--- config.mk ---
export PLATFORM = sky130hd
export DESIGN_NAME = spi_rx_engine
export DESIGN_NICKNAME = d
export VERILOG_FILES = /design/src/rtl/spi_rx_pkg.sv /design/src/rtl/spi_rx_tick.sv /design/src/rtl/spi_rx_shift.sv /design/src/rtl/spi_rx_regs.sv /design/src/rtl/spi_rx_engine.sv
export SDC_FILE = /design/constraint.sdc
export NUM_CORES = 1
export LEC_CHECK = 0
export BUFFER_PORTS_ARGS = -buffer_cell sky130_fd_sc_hd__buf_2
export CAP_MARGIN = 30
export CORE_AREA = 4 4 46 79
export DETAILED_ROUTE_END_ITERATION = 6
export DIE_AREA = 0 0 50 83
export GPL_ROUTABILITY_DRIVEN = 1
export GPL_TIMING_DRIVEN = 0
export PLACE_DENSITY = 0.73
export SYNTH_ARGS = -nofsm -noshare
export SYNTH_HDL_FRONTEND = slang
export SYNTH_SLANG_ARGS = --single-unit
--- constraint.sdc ---
create_clock -name clk -period 2.3 [get_ports clk]
set_input_delay 0.115 -clock clk [delete_from_list [all_inputs] [get_ports clk]]
set_output_delay 0.115 -clock clk [all_outputs]
set_load 0.02 [all_outputs]
--- src/rtl/spi_rx_pkg.sv ---
package spi_rx_pkg;

  // register addresses on the CPU side
  typedef enum logic [1:0] {
    ADDR_DATA = 2'd0,
    ADDR_FLAG = 2'd1,
    ADDR_CTRL = 2'd2
  } reg_addr_e;

  // position of the completion bit in the flag register
  localparam int unsigned DONE_BIT = 2;

  // control fields, sel in bit 0 up to irq_en in bit 3
  typedef struct packed {
    logic irq_en;
    logic auto_go;
    logic fast;
    logic sel;
  } ctrl_t;

  // system clocks per SCLK half period
  function automatic int unsigned half_period(input logic fast, input int unsigned slow_half);
    return fast ? 1 : slow_half;
  endfunction

  // system clocks from accepted start to visible completion flag
  function automatic int unsigned burst_len(input logic fast, input int unsigned slow_half,
                                            input int unsigned nbits);
    return 2 * nbits * half_period(fast, slow_half);
  endfunction

endpackage

--- src/rtl/spi_rx_tick.sv ---
module spi_rx_tick
  import spi_rx_pkg::*;
#(
  parameter int unsigned SLOW_HALF = 125
) (
  input  logic clk,
  input  logic rst_n,
  input  logic run,
  input  logic fast,
  output logic tick
);
  localparam int unsigned CW = $clog2(SLOW_HALF) + 1;

  logic [CW-1:0] cnt;
  logic [CW-1:0] lim;

  assign lim  = CW'(half_period(fast, SLOW_HALF));
  assign tick = run && (cnt >= lim - CW'(1));

  always_ff @(posedge clk or negedge rst_n) begin
    if (!rst_n) begin
      cnt <= '0;
    end else if (!run || tick) begin
      cnt <= '0;
    end else begin
      cnt <= cnt + CW'(1);
    end
  end

  // the counter never idles away from zero
  assert_cnt_idle_R2: assert property (@(posedge clk) disable iff (!rst_n)
    !run |=> (cnt == '0));

endmodule

--- src/rtl/spi_rx_shift.sv ---
module spi_rx_shift #(
  parameter int unsigned BITS = 8
) (
  input  logic            clk,
  input  logic            rst_n,
  input  logic            start,
  input  logic            tick,
  input  logic            miso,
  output logic            busy,
  output logic            sclk,
  output logic [BITS-1:0] data,
  output logic            done
);
  localparam int unsigned BCW = (BITS > 2) ? $clog2(BITS) : 1;

  logic [BCW-1:0] bitcnt;
  logic           last;

  assign last = (bitcnt == BCW'(BITS - 1));
  assign done = busy && tick && sclk && last;

  always_ff @(posedge clk or negedge rst_n) begin
    if (!rst_n) begin
      busy   <= 1'b0;
      sclk   <= 1'b0;
      bitcnt <= '0;
      data   <= '0;
    end else if (!busy) begin
      if (start) begin
        busy   <= 1'b1;
        sclk   <= 1'b0;
        bitcnt <= '0;
      end
    end else if (tick) begin
      if (!sclk) begin
        sclk <= 1'b1;
        data <= {data[BITS-2:0], miso};
      end else begin
        sclk <= 1'b0;
        if (last) begin
          busy <= 1'b0;
        end else begin
          bitcnt <= bitcnt + BCW'(1);
        end
      end
    end
  end

  assert_idle_low_R3: assert property (@(posedge clk) disable iff (!rst_n)
    !busy |-> !sclk);

  assert_bitcnt_range_R3: assert property (@(posedge clk) disable iff (!rst_n)
    busy |-> (bitcnt <= BCW'(BITS - 1)));

  assert_start_ignored_R8: assert property (@(posedge clk) disable iff (!rst_n)
    (busy && start && !tick) |=> ($stable(bitcnt) && $stable(sclk) && busy));

endmodule

--- src/rtl/spi_rx_regs.sv ---
module spi_rx_regs
  import spi_rx_pkg::*;
#(
  parameter int unsigned BITS  = 8,
  parameter int unsigned BUS_W = 8
) (
  input  logic             clk,
  input  logic             rst_n,
  input  logic             bus_sel,
  input  logic             bus_wr,
  input  logic             bus_rd,
  input  logic [1:0]       bus_addr,
  input  logic [BUS_W-1:0] bus_wdata,
  output logic [BUS_W-1:0] bus_rdata,
  input  logic [BITS-1:0]  rx_data,
  input  logic             done,
  output ctrl_t            ctrl,
  output logic             flag,
  output logic             start,
  output logic             irq
);
  localparam logic [BUS_W-1:0] DONE_MASK = BUS_W'(1) << DONE_BIT;

  logic [BUS_W-1:0] ctrl_q;
  logic             rd_data, wr_data, wr_flag, wr_ctrl, flag_clr;
  reg_addr_e        addr;

  assign addr     = reg_addr_e'(bus_addr);
  assign rd_data  = bus_sel && bus_rd && (addr == ADDR_DATA);
  assign wr_data  = bus_sel && bus_wr && (addr == ADDR_DATA);
  assign wr_flag  = bus_sel && bus_wr && (addr == ADDR_FLAG);
  assign wr_ctrl  = bus_sel && bus_wr && (addr == ADDR_CTRL);
  assign flag_clr = rd_data || (wr_flag && |(bus_wdata & DONE_MASK));

  assign ctrl  = ctrl_t'(ctrl_q[3:0]);
  assign irq   = flag && ctrl.irq_en;
  assign start = (rd_data && ctrl.auto_go) || (wr_data && !flag);

  always_ff @(posedge clk or negedge rst_n) begin
    if (!rst_n) begin
      ctrl_q <= '0;
      flag   <= 1'b0;
    end else begin
      if (wr_ctrl) ctrl_q <= bus_wdata;
      if (done) begin
        flag <= 1'b1;
      end else if (flag_clr) begin
        flag <= 1'b0;
      end
    end
  end

  always_comb begin
    bus_rdata = '0;
    case (addr)
      ADDR_DATA: bus_rdata = BUS_W'(rx_data);
      ADDR_FLAG: bus_rdata = flag ? DONE_MASK : '0;
      ADDR_CTRL: bus_rdata = ctrl_q;
      default:   bus_rdata = '0;
    endcase
  end

  assert_flag_set_R4: assert property (@(posedge clk) disable iff (!rst_n)
    done |=> flag);

  assert_read_clears_R6: assert property (@(posedge clk) disable iff (!rst_n)
    (rd_data && !done) |=> !flag);

endmodule

--- src/rtl/spi_rx_engine.sv ---
module spi_rx_engine
  import spi_rx_pkg::*;
#(
  parameter int unsigned BITS      = 8,
  parameter int unsigned BUS_W     = 8,
  parameter int unsigned SLOW_HALF = 125
) (
  input  logic             clk,
  input  logic             rst_n,
  input  logic             bus_sel,
  input  logic             bus_wr,
  input  logic             bus_rd,
  input  logic [1:0]       bus_addr,
  input  logic [BUS_W-1:0] bus_wdata,
  output logic [BUS_W-1:0] bus_rdata,
  output logic             irq,
  output logic             spi_sclk,
  output logic             spi_mosi,
  input  logic             spi_miso,
  output logic             spi_cs_n
);
  ctrl_t           ctrl;
  logic            flag, start, busy, tick, done;
  logic [BITS-1:0] rx_data;

  spi_rx_regs #(.BITS(BITS), .BUS_W(BUS_W)) u_regs (
    .clk(clk), .rst_n(rst_n),
    .bus_sel(bus_sel), .bus_wr(bus_wr), .bus_rd(bus_rd),
    .bus_addr(bus_addr), .bus_wdata(bus_wdata), .bus_rdata(bus_rdata),
    .rx_data(rx_data), .done(done),
    .ctrl(ctrl), .flag(flag), .start(start), .irq(irq)
  );

  spi_rx_tick #(.SLOW_HALF(SLOW_HALF)) u_tick (
    .clk(clk), .rst_n(rst_n), .run(busy), .fast(ctrl.fast), .tick(tick)
  );

  spi_rx_shift #(.BITS(BITS)) u_shift (
    .clk(clk), .rst_n(rst_n), .start(start), .tick(tick), .miso(spi_miso),
    .busy(busy), .sclk(spi_sclk), .data(rx_data), .done(done)
  );

  assign spi_mosi = 1'b1;
  assign spi_cs_n = ~ctrl.sel;

  // a pending byte freezes the serial clock
  assert_halt_R5: assert property (@(posedge clk) disable iff (!rst_n)
    flag |=> !spi_sclk);

  // the flag never coexists with a running burst
  assert_flag_idle_R5: assert property (@(posedge clk) disable iff (!rst_n)
    flag |-> !busy);

endmodule

==> impl_results.md, run 1 <==
- Final non-filler cell total: 217
- Pwr per Cell Area: 1035 nW/µm²
- FF-to-FF setup slack: 0.20 ns
- Largest net degree at the start of global routing: 31
- Post-synth top area share: 0.4823
- Register area: 750.7 µm²
- Gate Count Post-Synth: 140
- GRT overflow: 0
- R2R cell count: 5
- CP cell instances: ha_1 -> a211oi_1 -> nand2_1 -> o21ai_2 -> mux2_2
- Max Clock Skew: 0.002421 ns
- FP Rows: 27
- DR DRC count: 0
- Largest family of logic cells by synthesized area: multiplexers
- Post-CTS Resized: 0
- Clk buf depth: 2
- Hold EP: u_regs.ctrl_q[0]
- Root Driver: clkbuf_8
- GRT Total Usage: 0.1694
- IO Port Bufs: 25
- Clk sinks: 30
- Max Clock Freq: between 400 and 500 MHz
- Cell count after placement: roughly 210
- Vias in the first global route: 1,242
- Setup violators final: 0
- Placed inst area: 1735 µm²
- CP Launch Type: flop
- Antenna cells: 0
- Compound-Gate Fraction of Synth Area: 0.05627
- Worst Hold Class: input pin to flop
- Crit Path Class: flop to flop
- CTS tree: done
- Fillers: 251
- Critical Path Sink Type: flop
- Wirelength per Cell: between 10 and 15 µm
- Detailed Route Iter0 Violations: 19
- Avg Vias per Cell: 5.198
- Worst EP arrival: 2.27 ns
- Postcts setup bufs: 0
- Synth Area in Simple Gates: 0.1262
- Crit path buf inv count: 0
- Crit Reg-Reg Startpoint: u_regs.ctrl_q[1]
- Initial antenna violation count: 0
- Peak supply drop: between 0.0004 and 0.0005 V
- Fin. Hold Viols: 0
- RD Place Congestion: 0.7925
- Hold Path Cell Cnt: 2
- Synth Area in XOR/XNOR: 0.02814
- 1st-pass router iterations: 4
- Yosys reg bits: 30
- Period utilization: 0.9141
- # IOs: 28
- H-tree depth: 2
- Actual slew at the worst max-slew pin: 0.6578 ns
- Initial Utilization: 0.5063
- Adder-Cell Fraction of Synth Area: 0.07235
- Core area: 3074 µm²
- Commonest non-fill, non-tap cell in the layout: dfrtp_1
- DRT antenna net count: 0
- DR vias: about 1,100
- Multi-input logic area: 744.5 µm²
- Synthesized area: between 1500 and 2000 µm²
- Layout area overhead: 18.01%
- Status: finished, final reports clean
- Rel. slew slack: 0.5615
- Pre-CTS setup slack: 0.1835 ns
- Most frequent cells in the layout: 30 x dfrtp_1, 26 x buf_2, 16 x nor2_1, 16 x mux2_2, 12 x mux2i_1
- Final nets: 198
- Slowest stage delay, CP: 0.47 ns
- Hold_sp: bus_wdata[0]
- Ratio of cells with drive above 1 in the final layout: 0.3046
- Crit path max fanout: 8
- Setup tns final: 0 ns
- Ranking of synthesized cells by area: dfrtp_1 48%, mux2_2 12%, mux2i_1 7.7%
- Final instance area: 1837 µm²
- Syn. warnings: 0
- Dpl hpwl: 2302 µm
- Max Cap Viol: 0
- Syn Nets: 165
- Total CTS buffers: 5
- First-pass GRT wire length: 5292 µm
- Avg Cell Area, Syn: 11.12 µm²
- CP required: between 2 and 2.5 ns
- Slew Limit Fails: 0
- CP delay by family, top: compound AO/OA/AOI/OAI gates
- Post-synth cell types: 28
- Final worst slack: between 0.15 and 0.2 ns
- Clk pin slew, worst setup/hold paths: 0.06 ns
- Final wirelength: 3025 µm
- Worst skew pair latency: 0.28 ns
- Largest area contributor in the netlist: dfrtp_1
- Die Y: 83 µm
- Post-synthesis sequential area ratio: 0.4823
- CP max stage cell: dfrtp_1
- Full die area: 4150 µm²
- Hold_ws: 0.06225 ns
- Crit path time final: 2.102 ns
- Die X-Extent: 50 µm
- Mux cell area share after synthesis: 0.1929
- Unrepaired setup endpoints after global routing: false
- Leakage Power: 0.9785 nW
- Critical R2R Capture: u_shift.data[0]
## stage by stage
step,power [mW],utilization
after CTS,1.930,0.5975
after global placement,1.430,0.5645
after global routing,2.054,0.5975
final,1.901,0.5975
after detailed placement,1.483,0.5645
after floorplan,1.285,-
## layout make-up
class / instances / share of cell area
flip-flops and latches: 30 / 0.4087
multi-input cells: 96 / 0.4053
repair buffers: 26 / 0.07357
clock buffers: 7 / 0.04700
well taps: 43 / 0.02929
inverters: 10 / 0.02044
plain buffers: 4 / 0.01294
clock inverters: 1 / 0.002725
## where the power goes
group,switching (mW),leakage [nW],total [mW],internal (mW)
Clock,0.194,0.0482,0.435,0.241
Combinational,0.339,0.558,0.633,0.293
Sequential,0.151,0.372,0.833,0.682
Total,0.685,0.979,1.90,1.22
## flip-flops by register name (all words and copies together) (netlist names)
| register | cells |
|---|---|
| u_regs.ctrl_q | 8 |
| u_regs.flag | 1 |
| u_shift.bitcnt | 3 |
| u_shift.busy | 1 |
| u_shift.data | 8 |
| u_shift.sclk | 1 |
| u_tick.cnt | 8 |
## Yosys cell counts
cell       instances
mux2_2            16
xnor2_1            1
a311oi_2           1
a211oi_1           1
nand2_1            9
or3b_1             1
buf_2              1
mux2i_1           12
nand3_1            7
xor2_1             4
nand2b_1           2
o21ai_2            1
a2111o_1           1
inv_1             10
o2bb2ai_1          1
and3_1             2
dfrtp_1           30
nand4b_1           1
o2111ai_1          1
nor2b_1            3
clkbuf_1           1
o21ai_0            3
nor2_1            16
and2_1             1
buf_4              2
a31oi_1            2
ha_1               9
conb_1             1
## worst max path at each step
stage                startpoint         endpoint  slack, ns  depth (start not counted)
6_report       u_regs.ctrl_q[1]  u_shift.data[0]       0.20                          5
5_1_grt        u_regs.ctrl_q[1]  u_shift.data[3]       0.02                          5
4_1_cts        u_regs.ctrl_q[1]  u_shift.data[0]       0.18                          5
3_5_place_dp   u_regs.ctrl_q[1]  u_shift.data[0]       0.18                          5
3_3_place_gp   u_regs.ctrl_q[1]  u_shift.data[4]       0.23                          5
2_1_floorplan  u_regs.ctrl_q[1]  u_shift.data[0]       0.42                          5
## cells by family (layout without fill, tap and decap cells)
family                   count (synthesis)  after routing
XOR/XNOR                                 5              5
AND/OR/NAND/NOR                         42             42
flip-flops                              30             30
multiplexers                            28             28
other                                    1              1
AO/OA/AOI/OAI                           11             11
adder cells (fa/ha/maj)                  9              9
buffers and inverters                   14             48
## routing by layer
metal	wire [µm]	GRT usage	vias up
met4	102	0.1033	0
met3	149	0.05566	10
met1	1029	0.1485	549
li1	-	-	547
met5	0	0	-
met2	1743	0.3119	22
## timing repair
action / in CTS / in global routing
endpoints found under the hold margin: 30 / 0
hold buffers: 1 / 0
setup endpoints to repair: 0 / 0
Power figures use the tool's default switching activity.
==> inputs of run 2 (changes only) <==
--- a/config.mk
+++ b/config.mk
@@ -7,12 +7,13 @@
 export LEC_CHECK = 0
 export BUFFER_PORTS_ARGS = -buffer_cell sky130_fd_sc_hd__buf_2
 export CAP_MARGIN = 30
-export CORE_AREA = 4 4 46 79
+export CORE_AREA = 4 4 60 103
 export DETAILED_ROUTE_END_ITERATION = 6
-export DIE_AREA = 0 0 50 83
+export DIE_AREA = 0 0 64 107
 export GPL_ROUTABILITY_DRIVEN = 1
 export GPL_TIMING_DRIVEN = 0
-export PLACE_DENSITY = 0.73
+export PLACE_DENSITY = 0.45
+export RECOVER_POWER = 100
 export SYNTH_ARGS = -nofsm -noshare
 export SYNTH_HDL_FRONTEND = slang
 export SYNTH_SLANG_ARGS = --single-unit
==> run 2 against run 1 <==
Non-clock buffer count did not move. Die area rose by 65%. Global-route usage shrank 6.6 points. Wire length grew 7.8%. Combinational power down 3%. Sequential share of layout area down 0.55 points. Critical path depth is the same. Count of clock-buffer cells in the layout is 1 lower. Cell count is 14% higher. Flip-flop and latch count stayed put. Clock power increased by 2%. Critical path type unchanged. Largest power group unchanged.
==> impl_results.md, run 2 (synthesis gave the netlist of run 1 again) <==
- Status: finished, final reports clean (unchanged)
- Crit path max fanout: 8 (unchanged)
- Core area: 5299 µm² (was 3074 µm²)
- GRT overflow: 0 (unchanged)
- CP required: 2.47 ns (about the same)
- Die X-Extent: 64 µm (was 50 µm)
- # IOs: 28 (unchanged)
- Avg Vias per Cell: 4.565 (was 5.198)
- Wirelength per Cell: 13.15 µm (was 13.94 µm)
- Max Clock Skew: 0.006879 ns (was 0.002421 ns)
- Total internal power: 1.199 mW (was 1.216 mW)
- Period utilization: 0.9286 (was 0.9141)
- Psw: 0.6925 mW (was 0.6846 mW)
- Setup violators final: 0 (unchanged)
- RD Place Congestion: 0.7363 (was 0.7925)
- DRT antenna net count: 0 (unchanged)
- H-tree depth: 2 (unchanged)
- Clk sinks: 30 (unchanged)
- Commonest non-fill, non-tap cell in the layout: dfrtp_1 (unchanged)
- Wire length on met3: 163 µm (was 149 µm)
- Fillers: 557 (was 251)
- FP Rows: 35 (was 27)
- Clk pin slew, worst setup/hold paths: 0.07 ns (was 0.06 ns)
- Final wirelength: 3261 µm (was 3025 µm)
- 1st-pass router iterations: 3 (was 4)
- Slew Limit Fails: 0 (unchanged)
- Clk buf depth: 2 (unchanged)
- Detailed Route Iter0 Violations: 6 (was 19)
- Met1 Wirelength: 1107 µm (was 1029 µm)
- Final nets: 198 (unchanged)
- DR vias: 1,132 (was 1,128)
- Hold Path Cell Cnt: 2 (unchanged)
- Full die area: 6848 µm² (was 4150 µm²)
- Root Driver: clkbuf_8 (unchanged)
- Actual slew at the worst max-slew pin: 0.7851 ns (was 0.6578 ns)
- Ratio of cells with drive above 1 in the final layout: 0.2414 (was 0.3046)
- Total power: 1.892 mW (was 1.901 mW)
- DR DRC count: 0 (unchanged)
- Critical Path Sink Type: flop (unchanged)
- IO Port Bufs: 25 (unchanged)
- Setup tns final: 0 ns (unchanged)
- FF-to-FF setup slack: 0.16 ns (was 0.20 ns)
- Initial antenna violation count: 0 (unchanged)
- Worst Hold Class: input pin to flop (unchanged)
- Sw frac: 0.3661 (was 0.3602)
- Worst EP arrival: 2.30 ns (was 2.27 ns)
- GRT Total Usage: 0.1033 (was 0.1694)
- Critical R2R Capture: u_shift.data[4] (was u_shift.data[0])
- Fin. Hold Viols: 0 (unchanged)
- Peak supply drop: 0.0002442 V (was 0.0004885 V)
- Vias in the first global route: 1,238 (was 1,242)
- Crit Reg-Reg Startpoint: u_regs.ctrl_q[1] (unchanged)
- CTS tree: done (unchanged)
- Multi-input logic area: 744.5 µm² (unchanged)
- Largest registers: u_regs.ctrl_q: 8 flops, u_shift.data: 8 flops, u_tick.cnt: 8 flops (unchanged)
- Most frequent cells in the layout: 30 x dfrtp_1, 16 x nor2_1, 16 x mux2_2 (was 30 x dfrtp_1, 26 x buf_2, 16 x nor2_1, 16 x mux2_2, 12 x mux2i_1)
- Leakage Power: 0.9323 nW (was 0.9785 nW)
- R2R cell count: 5 (unchanged)
- Register area: 750.7 µm² (unchanged)
- Gate power share: 0.325 (was 0.333)
- Worst skew pair latency: 0.28 ns (about the same)
- Metal2 WL: 1926 µm (was 1743 µm)
- Unrepaired setup endpoints after global routing: false (unchanged)
- Hold EP: u_regs.ctrl_q[0] (unchanged)
- CP Launch Type: flop (unchanged)
- Hold_sp: bus_wdata[0] (unchanged)
- Clk pwr share: 0.235 (was 0.229)
- Pwr per Cell Area: 1016 nW/µm² (was 1035 nW/µm²)
- Total CTS buffers: 5 (unchanged)
- Top sig layer: met4 (unchanged)
- Rel. slew slack: 0.4766 (was 0.5615)
- First-pass GRT wire length: 5423 µm (was 5292 µm)
- Max Cap Viol: 0 (unchanged)
- Antenna cells: 0 (unchanged)
- Largest net degree at the start of global routing: 31 (unchanged)
- Crit Path Class: flop to flop (unchanged)
- Die Y: 107 µm (was 83 µm)
- Crit path time final: 2.136 ns (was 2.102 ns)
- Dpl hpwl: 2532 µm (was 2302 µm)
- Sequential Power Share: 0.440 (was 0.438)
- Layout area overhead: 19.61% (was 18.01%)
- Initial Utilization: 0.2937 (was 0.5063)
- Max Clock Freq: 468.2 MHz (was 475.6 MHz)
[run 2: worst max-delay path by stage]
stage	start	end	slack, ns
5_1_grt	u_regs.ctrl_q[1]	u_shift.data[2]	0.006
2_1_floorplan	u_regs.ctrl_q[1]	u_shift.data[0]	0.42
6_report	u_regs.ctrl_q[1]	u_shift.data[4]	0.16
3_5_place_dp	u_regs.ctrl_q[1]	u_shift.data[4]	0.13
3_3_place_gp	u_regs.ctrl_q[1]	u_shift.data[4]	0.19
4_1_cts	u_regs.ctrl_q[1]	u_shift.data[7]	0.11
[run 2: layout make-up]
| cell class | count | share of cell area |
|---|---|---|
| plain buffers | 4 | 0.01075 |
| clock buffers | 6 | 0.04435 |
| clock inverters | 2 | 0.006720 |
| inverters | 10 | 0.02016 |
| multi-input cells | 96 | 0.3999 |
| flip-flops and latches | 30 | 0.4032 |
| well taps | 74 | 0.04973 |
| repair buffers | 26 | 0.06519 |
[run 2: metal layers]
layer  up-vias  track usage
li1        543            -
met3         5      0.03459
met2        21       0.2036
met1       563      0.09157
met4         0      0.04173
met5         -            0
[run 2: worst max-delay path, stage by stage, from the launching register on]
cell and delay, ns:
dfrtp_1 0.47, ha_1 0.35, a211oi_1 0.24, nand2_1 0.16, o21ai_2 0.41, mux2_2 0.39
[run 2: metrics by stage]
stage / instances / setup WS (ns) / cell area (µm²) / utilization / hold slack [ns]
final: 248 / 0.1643 / 1862 / 0.3514 / 0.06182
after global routing: 248 / 0.006109 / 1862 / 0.3514 / 0.05652
after detailed placement: 239 / 0.1263 / 1774 / 0.3348 / 0.2134
after global placement: 239 / 0.1899 / 1774 / 0.3348 / 0.1949
after CTS: 248 / 0.1135 / 1879 / 0.3547 / 0.05245
after floorplan: 140 / 0.4196 / 1556 / - / -0.1806
[run 2: power by group through the flow]
stage                     Clock (mW)  Sequential (mW)  Combinational, mW
final                          0.444            0.832              0.616
after global routing           0.483            0.854              0.718
after CTS                      0.467            0.834              0.645
after detailed placement           0            0.845              0.642
after global placement             0            0.840              0.613
after floorplan                    0            0.808              0.477
[run 2: repair_timing]
item | in CTS | in global routing
gates resized for setup | 0 | 0
endpoints found under the hold margin | 30 | 0
hold buffers | 1 | 0
setup buffers | 0 | 0
